`config.mk`:
```
export PLATFORM = sky130hd
export DESIGN_NAME = line_irq_ctrl
export DESIGN_NICKNAME = d
export VERILOG_FILES = /design/src/rtl/lirq_pkg.sv /design/src/rtl/lirq_sync.sv /design/src/rtl/lirq_regs.sv /design/src/rtl/lirq_pend.sv /design/src/rtl/line_irq_ctrl.sv
export SDC_FILE = /design/constraint.sdc
export NUM_CORES = 1
export LEC_CHECK = 0
export BUFFER_PORTS_ARGS = -buffer_cell sky130_fd_sc_hd__buf_2
export CORE_MARGIN = 1.5
export CORE_UTILIZATION = 36
export CTS_BUF_LIST = sky130_fd_sc_hd__clkbuf_4
export CTS_CLUSTER_SIZE = 20
export DETAILED_ROUTE_END_ITERATION = 7
export GPL_TIMING_DRIVEN = 0
export HOLD_SLACK_MARGIN = 0.06
export PLACE_DENSITY = 0.87
export SLEW_MARGIN = 40
export SYNTH_ARGS = -nofsm -noshare
export SYNTH_HDL_FRONTEND = slang
export SYNTH_SLANG_ARGS = --single-unit
```
`constraint.sdc`:
```
create_clock -name clk -period 3.2 [get_ports clk]
set_clock_uncertainty 0.05 [all_clocks]
set_input_delay 0.48 -clock clk [delete_from_list [all_inputs] [get_ports clk]]
set_output_delay 0.48 -clock clk [all_outputs]
set_load 0.01 [all_outputs]
```
`src/rtl/lirq_pkg.sv`:
```
package lirq_pkg;

    typedef enum logic [1:0] {
        TRIG_LVL_LO    = 2'd0,
        TRIG_EDGE_FALL = 2'd1,
        TRIG_LVL_HI    = 2'd2,
        TRIG_EDGE_RISE = 2'd3
    } trig_e;

    // Synchronised line value and its value one cycle earlier.
    typedef struct packed {
        logic cur;
        logic prev;
    } line_samp_t;

    localparam int OFS_CTRL  = 'h00;
    localparam int OFS_PEND  = 'h04;
    localparam int OFS_EN_A  = 'h08;
    localparam int OFS_EN_B  = 'h34;

    function automatic int enable_ofs(input int alt);
        return (alt != 0) ? OFS_EN_B : OFS_EN_A;
    endfunction

    // One when the selected trigger sense sees an event this cycle.
    function automatic logic trig_hit(input trig_e t, input line_samp_t s);
        logic hit;
        case (t)
            TRIG_LVL_LO:    hit = ~s.cur;
            TRIG_EDGE_FALL: hit = s.prev & ~s.cur;
            TRIG_LVL_HI:    hit = s.cur;
            default:        hit = ~s.prev & s.cur;
        endcase
        return hit;
    endfunction

endpackage

```
`src/rtl/lirq_sync.sv`:
```
module lirq_sync #(
    parameter int STAGES = 2
) (
    input  logic                  clk,
    input  logic                  rst,
    input  logic                  line_i,
    output lirq_pkg::line_samp_t  samp_o
);
    localparam int LAST = STAGES - 1;

    logic [STAGES-1:0] chain_q;
    logic              prev_q;

    generate
        if (STAGES == 1) begin : g_one
            always_ff @(posedge clk) begin
                if (rst) chain_q <= '0;
                else     chain_q <= line_i;
            end
        end else begin : g_many
            always_ff @(posedge clk) begin
                if (rst) chain_q <= '0;
                else     chain_q <= {chain_q[STAGES-2:0], line_i};
            end
        end
    endgenerate

    always_ff @(posedge clk) begin
        if (rst) prev_q <= 1'b0;
        else     prev_q <= chain_q[LAST];
    end

    assign samp_o.cur  = chain_q[LAST];
    assign samp_o.prev = prev_q;

    // prev follows cur one cycle later (supports edge detection, R4)
    assert_prev_follows_R4: assert property (@(posedge clk) disable iff (rst)
        1'b1 |=> (samp_o.prev == $past(samp_o.cur)));
endmodule

```
`src/rtl/lirq_regs.sv`:
```
module lirq_regs
    import lirq_pkg::*;
#(
    parameter int ADDR_W        = 8,
    parameter int DATA_W        = 32,
    parameter int ENABLE_AT_ALT = 0
) (
    input  logic              clk,
    input  logic              rst,
    input  logic              sel_i,
    input  logic              wr_i,
    input  logic [ADDR_W-1:0] addr_i,
    input  logic [DATA_W-1:0] wdata_i,
    input  logic              pend_i,
    output logic [DATA_W-1:0] rdata_o,
    output trig_e             trig_o,
    output logic              en_o,
    output logic              clr_o
);
    localparam logic [ADDR_W-1:0] A_CTRL = ADDR_W'(OFS_CTRL);
    localparam logic [ADDR_W-1:0] A_PEND = ADDR_W'(OFS_PEND);
    localparam logic [ADDR_W-1:0] A_EN   = ADDR_W'(enable_ofs(ENABLE_AT_ALT));

    logic  wr_ctrl, wr_pend, wr_en, rd;
    trig_e trig_q;
    logic  en_q;
    logic  unused_wdata;

    assign unused_wdata = ^wdata_i[DATA_W-1:2];

    assign rd      = sel_i & ~wr_i;
    assign wr_ctrl = sel_i & wr_i & (addr_i == A_CTRL);
    assign wr_pend = sel_i & wr_i & (addr_i == A_PEND);
    assign wr_en   = sel_i & wr_i & (addr_i == A_EN);

    always_ff @(posedge clk) begin
        if (rst) begin
            trig_q <= TRIG_LVL_LO;
            en_q   <= 1'b0;
        end else begin
            if (wr_ctrl) trig_q <= trig_e'(wdata_i[1:0]);
            if (wr_en)   en_q   <= wdata_i[0];
        end
    end

    assign clr_o  = wr_pend & wdata_i[0];
    assign trig_o = trig_q;
    assign en_o   = en_q;

    always_comb begin
        rdata_o = '0;
        if (rd) begin
            if (addr_i == A_CTRL)      rdata_o[1:0] = trig_q;
            else if (addr_i == A_PEND) rdata_o[0]   = pend_i;
            else if (addr_i == A_EN)   rdata_o[0]   = en_q;
        end
    end

    assert_trig_hold_R2: assert property (@(posedge clk) disable iff (rst)
        !(sel_i && wr_i && addr_i == A_CTRL) |=> $stable(trig_q));
    assert_en_hold_R6: assert property (@(posedge clk) disable iff (rst)
        !(sel_i && wr_i && addr_i == A_EN) |=> $stable(en_q));
    assert_idle_read_R10: assert property (@(posedge clk) disable iff (rst)
        !rd |-> (rdata_o == '0));
endmodule

```
`src/rtl/lirq_pend.sv`:
```
module lirq_pend
    import lirq_pkg::*;
(
    input  logic       clk,
    input  logic       rst,
    input  trig_e      trig_i,
    input  line_samp_t samp_i,
    input  logic       clr_i,
    output logic       pend_o
);
    logic set_evt;
    logic pend_q;

    assign set_evt = trig_hit(trig_i, samp_i);

    // Hardware set has priority over a software clear in the same cycle.
    always_ff @(posedge clk) begin
        if (rst)          pend_q <= 1'b0;
        else if (set_evt) pend_q <= 1'b1;
        else if (clr_i)   pend_q <= 1'b0;
    end

    assign pend_o = pend_q;

    assert_set_wins_R9: assert property (@(posedge clk) disable iff (rst)
        set_evt |=> pend_q);
    assert_clear_R5: assert property (@(posedge clk) disable iff (rst)
        (clr_i && !set_evt) |=> !pend_q);
    assert_no_spurious_R4: assert property (@(posedge clk) disable iff (rst)
        $rose(pend_q) |-> $past(set_evt));
    assert_sticky_R3: assert property (@(posedge clk) disable iff (rst)
        (pend_q && !clr_i) |=> pend_q);
endmodule

```
`src/rtl/line_irq_ctrl.sv`:
```
module line_irq_ctrl
    import lirq_pkg::*;
#(
    parameter int ADDR_W        = 8,
    parameter int DATA_W        = 32,
    parameter int ENABLE_AT_ALT = 0,
    parameter int SYNC_STAGES   = 2
) (
    input  logic              clk,
    input  logic              rst,
    input  logic              line_i,
    input  logic              sel_i,
    input  logic              wr_i,
    input  logic [ADDR_W-1:0] addr_i,
    input  logic [DATA_W-1:0] wdata_i,
    output logic [DATA_W-1:0] rdata_o,
    output logic              irq_o
);
    line_samp_t samp_w;
    trig_e      trig_w;
    logic       en_w, clr_w, pend_w;
    logic       irq_q;

    lirq_sync #(.STAGES(SYNC_STAGES)) sync_i (
        .clk    (clk),
        .rst    (rst),
        .line_i (line_i),
        .samp_o (samp_w)
    );

    lirq_regs #(
        .ADDR_W        (ADDR_W),
        .DATA_W        (DATA_W),
        .ENABLE_AT_ALT (ENABLE_AT_ALT)
    ) regs_i (
        .clk     (clk),
        .rst     (rst),
        .sel_i   (sel_i),
        .wr_i    (wr_i),
        .addr_i  (addr_i),
        .wdata_i (wdata_i),
        .pend_i  (pend_w),
        .rdata_o (rdata_o),
        .trig_o  (trig_w),
        .en_o    (en_w),
        .clr_o   (clr_w)
    );

    lirq_pend pend_i (
        .clk    (clk),
        .rst    (rst),
        .trig_i (trig_w),
        .samp_i (samp_w),
        .clr_i  (clr_w),
        .pend_o (pend_w)
    );

    always_ff @(posedge clk) begin
        if (rst) irq_q <= 1'b0;
        else     irq_q <= pend_w & en_w;
    end

    assign irq_o = irq_q;

    assert_irq_follows_R7: assert property (@(posedge clk) disable iff (rst)
        1'b1 |=> (irq_o == $past(pend_w & en_w)));
    assert_mask_R7: assert property (@(posedge clk) disable iff (rst)
        (!en_w && !irq_o) |=> !irq_o);
endmodule

```
### Yosys cells after proc, flatten, opt, wreduce, memory -nomap -nowiden

Cells that the tools add are included.

| word-level totals | value |
|---|---|
| word-level logic and storage cells | 33 |
| flip-flop bits (word level) | 8 |
| input port bits | 45 |
| output and inout port bits | 33 |

| operators by class | value |
|---|---|
| reductions and logical operators | 3 |
| equal/unequal tests | 4 |
| bitwise logic cells | 12 |
| muxes and demuxes | 8 |

Operator list:

| kind | count |
|---|---|
| 1-bit AND | 9 |
| 8-bit by 3-bit == test with 1-bit output, second input constant | 1 |
| 8-bit by 4-bit == test with 1-bit output, second input constant | 1 |
| 8-bit zero test | 1 |
| 1-bit 2-to-1 mux | 6 |
| 1-bit inverter | 3 |
| 1-bit case mux with 3 select lines | 1 |
| 2-bit by 1-bit == test with 1-bit output, second input constant | 1 |
| 2-bit == test, second input constant | 1 |
| 2-bit zero test | 1 |
| 2-bit 2-to-1 mux | 1 |
| 2-bit nonzero test | 1 |

### Longest topological paths before layout

Gate-level depths: netlist of run 1.

| depth | value |
|---|---|
| depth in word-level cells | 5 |
| depth in mapped cells | 3 |
| mapped depth without buffers | 3 |

### By module

A second synthesis of run 1 with hierarchy kept.

| unflattened totals | value |
|---|---|
| cell total of the unflattened synthesis | 77 |
| area total of the unflattened synthesis | 651.9 um2 |

By module, submodules not included:

| module | area each (um2) | cells each | instances | seq. area each (um2) |
|---|---|---|---|---|
| lirq_regs | 475.5 | 59 | 1 | 60.1 |
| lirq_sync | 93.8 | 8 | 1 | 60.1 |
| lirq_pend | 53.8 | 8 | 1 | 20.0 |
| line_irq_ctrl | 28.8 | 2 | 1 | 20.0 |

### Worst setup path after synthesis of run 1

OpenSTA, ideal clock, no wires.

| timing path | value |
|---|---|
| kind | in2out |
| start | in addr_i[5] |
| end | out rdata_o[0] |
| path slack | 1.204 ns |
| buffers on the path | 0 |
| stages | 3 |
| data arrival time | 1.466 ns |
| data required time | 2.670 ns |
| cells stage by stage | or4_4 nor3b_2 o2111a_1 |

| on the way | value |
|---|---|
| longest elaborated chain between the ends | 5 |
| elaborated cells between the ends (all ways) | 7 |
| classes of those cells | eq/ne: 2; mux: 4; reduce/logical: 1 |

RTL lines:

| element | line | source |
|---|---|---|
| start, declared | line_irq_ctrl.sv:14 | `input logic [ADDR_W-1:0] addr_i,` |
| 8-bit by 4-bit == test with 1-bit output | lirq_regs.sv:55 | `else if (addr_i == A_EN) rdata_o[0] = en_q;` |
| 1-bit 2-to-1 mux | lirq_regs.sv:55 |  |
| 1-bit 2-to-1 mux | lirq_regs.sv:54 | `else if (addr_i == A_PEND) rdata_o[0] = pend_i;` |
| 1-bit 2-to-1 mux * | lirq_regs.sv:53 | `if (addr_i == A_CTRL) rdata_o[1:0] = trig_q;` |
| 2-bit 2-to-1 mux * | lirq_regs.sv:52 | `if (rd) begin` |
| end, declared | line_irq_ctrl.sv:16 | `output logic [DATA_W-1:0] rdata_o,` |

Every way passes the cells marked *; elsewhere a longest branch is shown, timed or not.

### Worst setup path in the final report of run 1

Same ends and word-level chain as after synthesis.

==> impl_metrics.toml, run 1 <==
[power_and_ir_drop]
power_frac_seq_pct = 42.1
clock_power_share_pct = 30.1
ir_worst_vdd_uv = 170
power_mw = 0.246
p_comb_share_pct = 27.8
power_density_nw_per_um2 = 275
leakage_nw = 0.506
p_int_mw = 0.181
swShare_pct = 26.3
switching_power_mw = 0.0648

[worst_setup_path]
r2r-start = "regs_i.trig_o[1]"
cp-start-kind = "primary input"
path_buf_inv = 2
r2r_setup_slack_ns = 2.27
path_class = "primary input to primary output"
r2r-end = "pend_i.pend_o"
crit_top_cell = "buf_2"
slowest_delay_ns = 0.57
cp-end-kind = "primary output"
cp_slowest_cell = "or4_4"
crit_chain = "buf_2, or4_4, nor3b_2, o2111a_1, buf_2"
cp_max_fo = 4
path_delay_family = "simple AND/OR/NAND/NOR gates"
cp.arrival_ns = 1.67
worstPathRequired_ns = 2.67
r2r_cells = 3

[yosys]
synth_edf_count = 0
yosysMostFrequentCell = "buf_4"
synth.area.top_cells = "buf_4 35%, dfxtp_1 25%, nand2b_1 4.8%, mux2i_1 4.6%, nor2b_1 3.8%"
ys_warn_count = 0
synth.distinct_cells = 25
synthCells = 73
ys_ff_latch = 8
async_flop_share_pct = 0
synthTopCellsByCount = "30 x buf_4, 8 x dfxtp_1, 5 x nand2b_1"
synth-seq-area-share_pct = 24.6
syn-cell-area_um2 = 652
yosysTopAreaCellShare_pct = 34.5
synthFlopType = "dfxtp_1"
yosysTopAreaCell = "buf_4"
syn_area_per_cell_um2 = 8.93

[drt]
drc = 0
wl_per_cell_um = 7.47
drt_wl_total_um = 1090
drtIter0Drc = 0
dr.pass1.iters = 1
dr_total_vias = 522
drtAntennaViolNets = 0
viasPerCell = 3.58

[floorplanning]
io-pin-count = 78
die_x_um = 45.6
die_height_um = 45.6
num_rows = 15
start_util_pct = 38.2
die-area_um2 = 2080
coreArea_um2 = 1710

[grt]
track_usage_pct = 10.5
grt_pass1_vias = 427
gr-total-overflow = 0
antenna_found_initial = 0
grt_pass1_wl_um = 1550
grt_max_degree = 11

[timing]
fin_crit_sh_pct = 68.7
setup_viol = 0
setup-tns-final_ns = 0
fmax_mhz = 455
final_max_slew_viol_count = 0
fin_crit_ns = 2.20
setup_slack_ns = 1.00
rsz0062_at_grt = "no"
hold_slack_ns = 0.387
final_hold_viol_count = 0

[place]
placed_cells = 143
place_congestion = 0.639
io_buffers = 16
preCtsSetupSlack_ns = 0.999
dp_hpwl_um = 999

[min_path]
hold_depth = 2
hp-class = "primary input to flop"
min_from = "line_i"
min_to = "sync_i.chain_q[0]"

[clocking]
clockRootBuffer = "clkbuf_4"
postCtsSetupBuffers = 0
clkSinkCount = 8
cts_buffers = 3
cts_tree = "yes"
clock_latency_ns = 0.25
clockBufferDepth = 2
ctsHoldBuffers = 0
cts_resized = 0
htreeDepth = 1
clk_pin_slew_worst_paths_ns = 0.05

[run_status]
status = "complete, no violations"

[layout]
stdcell_count = 146
fin_nets = 168
syn_to_final_growth_pct = 37.2
antenna_cells = 0
fillers = 162
layout-drive-gt1-share_pct = 44.6

[job]
cap_violations = 0
==> flip-flops by register name, indices dropped and copies added (netlist names) <==
| register | cells |
|---|---|
| sync_i.prev_q | 1 |
| regs_i.en_o | 1 |
| sync_i.chain_q | 2 |
| regs_i.trig_o | 2 |
| pend_i.pend_o | 1 |
| irq_o | 1 |
==> power by group through the flow <==
stage	Combinational, mW	Clock [mW]	Sequential, mW
3_5_place_dp	0.0669	0	0.106
2_1_floorplan	0.0543	0	0.105
4_1_cts	0.0670	0.0775	0.104
3_3_place_gp	0.0659	0	0.105
5_1_grt	0.0751	0.0840	0.104
6_report	0.0684	0.0739	0.104
==> kinds of logic (layout without fill, tap and decap cells) <==
family          after synthesis  after routing  synth area share [%]
buf+inv                      32             51                  35.7
simple gates                 22             22                  24.8
flops                         8              8                  24.6
compound gates                5              5                  7.10
mux                           3              3                  4.61
xor+xnor                      2              2                  2.69
other cells                   1             30                 0.575
==> metal layers <==
layer | routed length, um | global-route usage [%] | share of wire (%)
met1 | 379 | 9.62 | 35
met2 | 558 | 20.0 | 51
met3 | 140 | 2.78 | 13
met4 | 12 | 6.47 | 1.1
met5 | 0 | 0 | 0
==> area by class of cell <==
cell class	instances	area, um2	area share [%]
multi-input cells	62	368	41.1
plain buffers	31	229	25.6
flip-flops and latches	8	160	17.9
repair buffers	16	80.1	8.95
well taps	25	31.3	3.50
clock buffers	3	22.5	2.52
inverters	1	3.75	0.420
==> stage by stage <==
step           cell area, um2  utilization [%]
4_1_cts                   895             52.4
3_5_place_dp              872             51.1
2_1_floorplan             761                -
5_1_grt                   895             52.4
3_3_place_gp              872             51.1
6_report                  895             52.4
==> placed cells by master (no fill, tap or decap), drive strengths merged <==
cell,instances
dfxtp,8
nor3,2
inv,1
a21o,1
or4b,1
and3,1
nor2,2
o2111a,1
nand2,2
nor3b,1
buf,46
conb,30
nor4,1
a21oi,1
nand2b,5
clkbuf,4
or4bb,1
xnor2,1
o22ai,1
or4,2
nor2b,4
xor2,1
o41ai,1
mux2i,3
==> worst max path at each step <==
stage,start,endpoint,slack (ns),depth (start not counted)
CTS,addr_i[5],rdata_o[0],0.99,5
global placement,addr_i[5],rdata_o[0],0.99,5
finish,addr_i[5],rdata_o[0],1.00,5
detailed placement,addr_i[5],rdata_o[0],1.0,5
global route,addr_i[5],rdata_o[0],0.94,5
floorplan,addr_i[5],rdata_o[0],1.20,3
(Power assumes the default switching activity.)
==> run 2, diff against run 1 <==
--- a/config.mk
+++ b/config.mk
@@ -7,13 +7,13 @@
 export LEC_CHECK = 0
 export BUFFER_PORTS_ARGS = -buffer_cell sky130_fd_sc_hd__buf_2
 export CORE_MARGIN = 1.5
-export CORE_UTILIZATION = 36
+export CORE_UTILIZATION = 30
 export CTS_BUF_LIST = sky130_fd_sc_hd__clkbuf_4
 export CTS_CLUSTER_SIZE = 20
 export DETAILED_ROUTE_END_ITERATION = 7
 export GPL_TIMING_DRIVEN = 0
 export HOLD_SLACK_MARGIN = 0.06
-export PLACE_DENSITY = 0.87
+export PLACE_DENSITY = 0.77
 export SLEW_MARGIN = 40
 export SYNTH_ARGS = -nofsm -noshare
 export SYNTH_HDL_FRONTEND = slang
==> constraint.sdc (replaced) <==
create_clock -name clk -period 1.77 [get_ports clk]
set_clock_uncertainty 0.05 [all_clocks]
set_input_delay 0.2655 -clock clk [delete_from_list [all_inputs] [get_ports clk]]
set_output_delay 0.2655 -clock clk [all_outputs]
set_load 0.01 [all_outputs]
==> impl_metrics.toml, run 2 (synthesis gave the netlist of run 1 again) <==
[layout]
stdcell_count = 149
fillers = 194
multi_input_area_um2 = 374
syn_to_final_growth_pct = 40.7
layout-drive-gt1-share_pct = 45.1
fin_nets = 169
regArea_um2 = 160
antenna_cells = 0
fin_area_um2 = 917
final_cell_mix = "31 x buf_4, 30 x conb_1, 15 x buf_2, 8 x dfxtp_1, 5 x nand2b_1"
final_common_cell = "buf_4"

[power_and_ir_drop]
leakage_nw = 0.517
switching_power_mw = 0.119
clock_power_share_pct = 30.0
power_mw = 0.449
p_comb_share_pct = 28.3
p_int_mw = 0.330
ir_worst_vdd_uv = 339
swShare_pct = 26.5
power_frac_seq_pct = 41.7
power_density_nw_per_um2 = 490

[worst_setup_path]
worstPathRequired_ns = 1.45
cp_max_fo = 2
cp-start-kind = "primary input"
path_class = "primary input to primary output"
cp.arrival_ns = 1.43
slowest_delay_ns = 0.54
crit_chain = "buf_6, or4_4, nor3b_4, o2111a_1, buf_2"
cp_slowest_cell = "or4_4"
path_delay_family = "simple AND/OR/NAND/NOR gates"
r2r_setup_slack_ns = 0.87
cp-end-kind = "primary output"
path_buf_inv = 2

[drt]
wl_met3_um = 175
dr_total_vias = 534
routed-wl-met2_um = 548
drtIter0Drc = 12
drc = 0
drt_wl_total_um = 1150
dr.pass1.iters = 2
wl_per_cell_um = 7.72
m1WireLength_um = 426
viasPerCell = 3.58
routed.top_layer = "met3"
drtAntennaViolNets = 0

[floorplanning]
coreArea_um2 = 2000
io-pin-count = 78
start_util_pct = 32.6
num_rows = 16
die-area_um2 = 2460
die_height_um = 49.6
die_x_um = 49.6

[timing]
rsz0062_at_grt = "yes"
fin_crit_sh_pct = 98.4
fmax_mhz = 574
final_hold_viol_count = 0
final_max_slew_viol_count = 0
setup_viol = 0
fin_crit_ns = 1.74
hold_slack_ns = 0.180

[place]
place_area_um2 = 875
placed_cells = 145
io_buffers = 16
place_congestion = 0.714

[clocking]
ctsHoldBuffers = 0
clockRootBuffer = "clkbuf_4"
htreeDepth = 1
clkSinkCount = 8
clk_pin_slew_worst_paths_ns = 0.05
cts_buffers = 3
cts_tree = "yes"
clock_latency_ns = 0.24
clockBufferDepth = 2

[grt]
grt_pass1_vias = 461
grt_pass1_wl_um = 1770
grt_max_degree = 11
gr-total-overflow = 0
track_usage_pct = 9.21
antenna_found_initial = 0

[run_status]
status = "complete, no violations"

[min_path]
hp-class = "primary input to flop"

[job]
cap_violations = 0
## run 2: cell count changes in the layout (fill, tap and decap cells not counted)
cell     delta
nor3b_4     +1
buf_2       -1
buf_4       +1
nor3b_2     -1
buf_6       +1
## run 2: final timing paths
path,cells after the start,startpoint,end
max,5,addr_i[6],rdata_o[0]
min,2,line_i,sync_i.chain_q[0]
max reg2reg,3,regs_i.trig_o[1],pend_i.pend_o
min reg2reg,1,sync_i.chain_q[0],sync_i.chain_q[1]
## run 2: final cells by class
class / count / share of cell area (%)
clock buffer: 3 / 2.46
buffer: 31 / 25.0
inverter: 1 / 0.409
tap: 27 / 3.68
sequential: 8 / 17.5
multi-input combinational: 62 / 40.8
timing repair buffer: 17 / 10.2
## run 2: what timing repair did
action / in CTS / in global routing
pin swaps: 1 / 1
setup endpoints to repair: 2 / 2
buffers inserted: 1 / 0
gates resized for setup: 1 / 1
## run 2: power by group through the flow
stage,logic [mW],clock network (mW),registers [mW]
after global routing,0.138,0.151,0.187
after CTS,0.123,0.144,0.187
final,0.127,0.135,0.187
after global placement,0.119,0,0.190
after floorplan,0.0982,0,0.190
after detailed placement,0.121,0,0.191
## run 2: layer usage
| metal | vias up | global-route usage, % |
|---|---|---|
| li1 | 283 | - |
| met5 | - | 0 |
| met4 | 0 | 4.17 |
| met2 | 36 | 16.2 |
| met3 | 0 | 3.64 |
| met1 | 215 | 9.51 |
## run 2: worst register-to-register path: stages (launching register included)
cell,delay [ns]
dfxtp_1,0.35
xor2_1,0.17
a21o_1,0.15
a21oi_1,0.11
## run 2: through the flow
| stage | TNS (ns) | worst slack, ns | utilization [%] |
|---|---|---|---|
| global placement | -0.0180 | -0.0180 | 43.7 |
| global route | -0.0162 | -0.0162 | 45.8 |
| finish | 0 | 0.0287 | 45.8 |
| CTS | 0 | 0.00970 | 45.5 |
| detailed placement | -0.0542 | -0.0320 | 43.7 |
| floorplan | 0 | 0.203 | - |
